--- config.mk ---
export PLATFORM = sky130hd
export DESIGN_NAME = zsrc_boost_pwm
export DESIGN_NICKNAME = d
export VERILOG_FILES = /design/src/rtl/zsrc_boost_pwm.sv
export SDC_FILE = /design/constraint.sdc
export NUM_CORES = 1
export LEC_CHECK = 0
export ABC_CLOCK_PERIOD_IN_PS = 6600
export BUFFER_PORTS_ARGS = -buffer_cell sky130_fd_sc_hd__buf_2
export CAP_MARGIN = 20
export CORE_MARGIN = 1
export CORE_UTILIZATION = 60
export CTS_BUF_LIST = sky130_fd_sc_hd__clkbuf_8 sky130_fd_sc_hd__clkbuf_16
export CTS_CLUSTER_DIAMETER = 40
export CTS_CLUSTER_SIZE = 25
export DETAILED_ROUTE_END_ITERATION = 16
export GPL_ROUTABILITY_DRIVEN = 0
export PLACE_DENSITY = 0.85
export SKIP_CTS_REPAIR_TIMING = 1
export SYNTH_ARGS = -nofsm -noshare
export SYNTH_HDL_FRONTEND = slang
export SYNTH_SLANG_ARGS = --single-unit
--- constraint.sdc ---
create_clock -name clk -period 6.6 [get_ports clk]
set_clock_uncertainty 0.05 [all_clocks]
set_input_delay 1.98 -clock clk [delete_from_list [all_inputs] [get_ports clk]]
set_output_delay 1.98 -clock clk [all_outputs]
set_load 0.05 [all_outputs]
--- src/rtl/zsrc_boost_pwm.sv ---
module zsrc_boost_pwm #(
  parameter int W    = 12,
  parameter int PEAK = 300
) (
  input  logic                clk,
  input  logic                rst,
  input  logic                en,
  input  logic signed [W-1:0] ref_a,
  input  logic signed [W-1:0] ref_b,
  input  logic signed [W-1:0] ref_c,
  input  logic signed [W-1:0] lvl_hi,
  input  logic signed [W-1:0] lvl_lo,
  output logic signed [W-1:0] carrier,
  output logic                a_hi,
  output logic                a_lo,
  output logic                b_hi,
  output logic                b_lo,
  output logic                c_hi,
  output logic                c_lo
);
  localparam int LEGS = 3;
  localparam logic signed [W-1:0] TOP = W'(PEAK);
  localparam logic signed [W-1:0] BOT = W'(-PEAK);
  localparam logic signed [W-1:0] ONE = W'(1);

  logic signed [W-1:0] car, car_q, th_hi, th_lo;
  logic                going_dn;
  logic signed [W-1:0] ref_in [LEGS];
  logic signed [W-1:0] ref_q  [LEGS];
  logic [LEGS-1:0]     g_hi, g_lo;
  logic                at_turn, shoot;

  assign ref_in[0] = ref_a;
  assign ref_in[1] = ref_b;
  assign ref_in[2] = ref_c;
  assign at_turn   = (car == TOP) || (car == BOT);
  assign shoot     = (car_q > th_hi) || (car_q < th_lo);

  always_ff @(posedge clk) begin
    if (rst) begin
      car      <= '0;
      going_dn <= 1'b0;
    end else if (en) begin
      if (!going_dn) begin
        car <= car + ONE;
        if (car == TOP - ONE) going_dn <= 1'b1;
      end else begin
        car <= car - ONE;
        if (car == BOT + ONE) going_dn <= 1'b0;
      end
    end
  end

  always_ff @(posedge clk) begin
    car_q <= car;
    if (rst || at_turn) begin
      th_hi <= lvl_hi;
      th_lo <= lvl_lo;
    end
  end

  for (genvar i = 0; i < LEGS; i++) begin : g_leg
    logic above;
    assign above = ref_q[i] > car_q;
    always_ff @(posedge clk) begin
      ref_q[i] <= ref_in[i];
      if (rst) begin
        g_hi[i] <= 1'b0;
        g_lo[i] <= 1'b0;
      end else begin
        g_hi[i] <= shoot | above;
        g_lo[i] <= shoot | ~above;
      end
    end
  end

  assign carrier = car;
  assign a_hi = g_hi[0];
  assign a_lo = g_lo[0];
  assign b_hi = g_hi[1];
  assign b_lo = g_lo[1];
  assign c_hi = g_hi[2];
  assign c_lo = g_lo[2];
endmodule

Word-level counts from Yosys, hierarchy flattened. Memories as Yosys holds them, arrays and structs flattened. Index checks and enable logic that the tools add are counted.

Flip-flop bits (word level): 55. Logic and storage cells: 39. Output and inout bits: 18. Input bits: 63. Memories kept: 1. Memory bits (writable): 36.

Memories: ref_q (depth 3, width 12, rd ports 3, clocked after memory_dff 0, wr ports 3, line 29) `logic signed [W-1:0] ref_q [LEGS];`.

Equal/unequal tests: 4. Bitwise logic cells: 9. Add/subtract/negate cells: 2. Mux-type cells: 4. Magnitude comparators: 5. Reductions and logical operators: 3.

Operator list (count): equality test 12 x 10 -> 1 bit, second input constant (4); greater-than comparator 12 bit (4); adder 12 x 2 -> 12 bit, second input constant (1); < comparator 12 bit (1); two-way mux 12 bit (1); subtractor 12 x 2 -> 12 bit, second input constant (1); OR 1 bit (6); logical OR 1 bit (3); two-way mux 1 bit (3); inverter 1 bit (3).

Depth between registers and ports, before layout.
Depth in word-level cells: 3. Mapped depth: 8. Mapped depth without buffers: 8.

Worst setup path before layout. Ideal clock, no wire load.

Path kind: input -> register. Start: input port rst. End: register th_hi[0], enable pin. Data arrival time: 2.794 ns. Slack: 3.391 ns. Stages: 3. Data required time: 6.184 ns. Setup time: 0.366 ns. Path buffers: 2. Cell sequence: clkbuf_8 -> clkbuf_1 -> a31o_2.

Cells in the longest elaborated chain, start to end: 1.

Ends and longest elaborated chain: start, declared (line 6) `input logic rst,`; logical OR 1 bit (line 56) `if (rst || at_turn) begin`; end signal, assigned (line 57) `th_hi <= lvl_hi;`; end, declared (line 26) `logic signed [W-1:0] car, car_q, th_hi, th_lo;`.

Every way passes these cells. A chain may end at the register's enable or synchronous reset.

Worst setup path in the final report.
Start: register car[5], in the netlist carrier[5]. End: output port carrier[5].

RTL lines: start, declared (line 26); start signal, assigned (line 45) `car <= car + ONE;`; start signal, assigned (line 48) `car <= car - ONE;`; end, declared (line 13) `output logic signed [W-1:0] carrier,`.

No word-level cell between the ends.

==> metrics.md <==
| Metric | Value |
|---|---|
| Die Ht | roughly 88 um |
| Critical path's top delay family | flip-flops |
| Commonest non-fill, non-tap cell in the layout | buf_2 |
| Drt pass-1 iters | 5 |
| Crit. End Element | output pin |
| CP Class | reg2out |
| Ys async rst share | 0 |
| Number of diodes | 0 |
| Hpwl dp | about 7.2 mm |
| Status | finished clean |
| Pwr/cell area | around 220 nW/um^2 |
| Number of distinct library cells after synthesis | 58 |
| Final Max Tran Viols | 0 |
| Largest net degree at the start of global routing | 28 |
| Top_reg_cell synth | dfxtp_1 |
| Die X | a little under 90 um |
| Core area | roughly 7000 um^2 |
| Sequential area share after synthesis | 0.465 |
| Max Fclk | 313 MHz |
| Drt wl/cell | between 15 and 20 um |
| Max-Cap Viols | 0 |
| H-tree Lvls | 3 |
| Initial core utilization | 0.636 |
| Reg-to-Reg Start | going_dn |
| Clock Pin Slew Worst Setup and Hold Paths | 0.08 ns |
| Rows | 30 |
| Worst min path class | reg2reg |
| Fin crit share | 0.485 |
| Initial antenna violation count | 0 |
| R2r setup slk | a little under 4 ns |
| Worst Tran Pin Value | between 0.6 and 0.7 ns |
| Synth Warn # | 0 |
| CP Data Arrival Time | 1.17 ns |
| Clk sinks | 91 |
| Leakage | around 2.4 nW |
| WP data required | ~4.6 ns |
| Register bit count reported by yosys | just over 90 |
| Fraction of layout cells with a size suffix above 1 | 0.210 |
| Vias in the first global route | roughly 3,400 |
| Hold Crit Start | carrier[1] |
| WHS | roughly 0.37 ns |
| Final setup viols | 0 |
| RSZ-0062 raised after global routing | false |
| Total Wirelength | ~9.5 mm |
| Largest cells by area after synthesis | dfxtp_1, ha_1, edfxtp_1 |
| Share of the synthesized area in the top cell type | 0.302 |
| Hold Crit Depth | 0 |
| Worst path max stage delay | between 0.4 and 0.5 ns |
| Grt ovf | 0 |
| Yosys top cell by area | dfxtp_1 |
| Post-Syn Area | ~4400 um^2 |
| Final min period | 3.20 ns |
| CTS tree | done |
| Residual DRC | 0 |
| Most frequent cells in the layout | buf_2, ha_1, dfxtp_1, inv_1, edfxtp_1 |
| Reg2Reg Depth | 7 |
| I/O Buffers | 80 |
| First-pass GRT wire length | roughly 15 mm |
| Slowest cell on crit path | dfxtp_1 |
| R2r endpoint | carrier[11] |
| Root Driver | clkbuf_8 |
| CP bufs+invs | 1 |
| Total GRT Usage | 0.263 |
| NumNets Final | 627 |
| Routed vias | around 3,400 |
| Hold Path End | car_q[1] |
| Peak supply drop | around 0.14 mV |
| Synth-to-Final Area Change | 15.6% |
| Crit path cell chain | buf_2 |
| Crit-path max FO | 6 |
| Startpoint types | flop |
| # IOs | 81 |
| Fin Setup TNS | 0 ns |
| Clk Latency, worst-skew pair | about 0.37 ns |
| DRT antenna net count | 0 |
| CTS buffer count | 9 |
| Fin. Hold Viols | 0 |
| Die area | a little under 8000 um^2 |
| Clk buf depth | 2 |
| Syn Inst Count | just over 400 |
| Vias per cell | 5.79 |
| Post-synth EDFFs | 24 |
| Avg Inst Size Synth | between 10 and 15 um^2 |
| Max-slew headroom | 0.589 |
| DRT iter0 DRCs | approximately 110 |
| Post-synthesis net count | about 540 |
routing by layer:
metal	vias to the layer above	track usage	wire length (um)
met1	1636	0.287	3810
met3	29	0.0669	504
met2	126	0.474	4920
met5	-	0	0
li1	1655	-	-
met4	0	0.128	260
through the flow:
stage          setup WS, ns  std cells  area, um^2  power (W)   util
3_3_place_gp           3.25        579        4920   0.000740  0.705
3_5_place_dp           3.19        579        4920   0.000749  0.705
2_1_floorplan          3.39        408        4440   0.000704      -
4_1_cts                3.41        595        5130    0.00114  0.735
5_1_grt                3.36        595        5130    0.00118  0.735
6_report               3.40        595        5130    0.00113  0.735
worst max path at each step:
stage                      end  cells after the start  slack (ns)  startpoint
floorplan             th_hi[0]                      3        3.39         rst
global placement     th_hi[10]                      2        3.25         rst
detailed placement   th_hi[10]                      2        3.19         rst
CTS                 carrier[5]                      1        3.41  carrier[5]
global route        carrier[2]                      1        3.36  carrier[2]
finish              carrier[5]                      1        3.40  carrier[5]
cell type report:
cell class	count	area [um^2]
Clock buffer	9	124
Clock inverter	7	83.8
Fill cell	511	1850
Inverter	51	191
Multi-Input combinational cell	261	2150
Sequential cell	91	2060
Tap cell	96	120
Timing Repair Buffer	80	400
logic make-up (layout without fill, tap and decap cells):
kind of cell,after synthesis,count (layout),synth area share
AOI/OAI and AO/OA,77,77,0.127
xor gates and xnor gates,8,8,0.0158
adders and majority gates,70,70,0.199
buffers and inverters,56,147,0.0516
DFF,91,91,0.465
muxes,10,10,0.0237
and+or+nand+nor,96,96,0.118
synthesized netlist by cell type (all sizes together), types with 5 or more instances:
master,instances
ha,69
dfxtp,67
mux2i,6
nand2,17
nor3,8
a211oi,5
a31oi,8
o21ai,8
a21oi,19
nor2,19
nand4,10
edfxtp,24
nand3,11
nor2b,5
a21o,10
xnor2,7
a211o,5
inv,51
state kept, by name, indices dropped and copies added, names as in the netlist:
register / cells
c_hi: 1
a_hi: 1
c_lo: 1
th_hi: 12
th_lo: 12
b_hi: 1
car_q: 12
going_dn: 1
b_lo: 1
ref_q: 36
carrier: 12
a_lo: 1
where the power goes:
| group | switching, W | internal, W | total, W | leakage [nW] |
|---|---|---|---|---|
| logic | 0.0000714 | 0.0000510 | 0.000122 | 1.50 |
| registers | 0.0000134 | 0.000603 | 0.000616 | 0.792 |
| clock network | 0.000186 | 0.000209 | 0.000394 | 0.105 |
| total | 0.000270 | 0.000862 | 0.00113 | 2.40 |
Note: power is estimated with default switching activity, not from simulation.
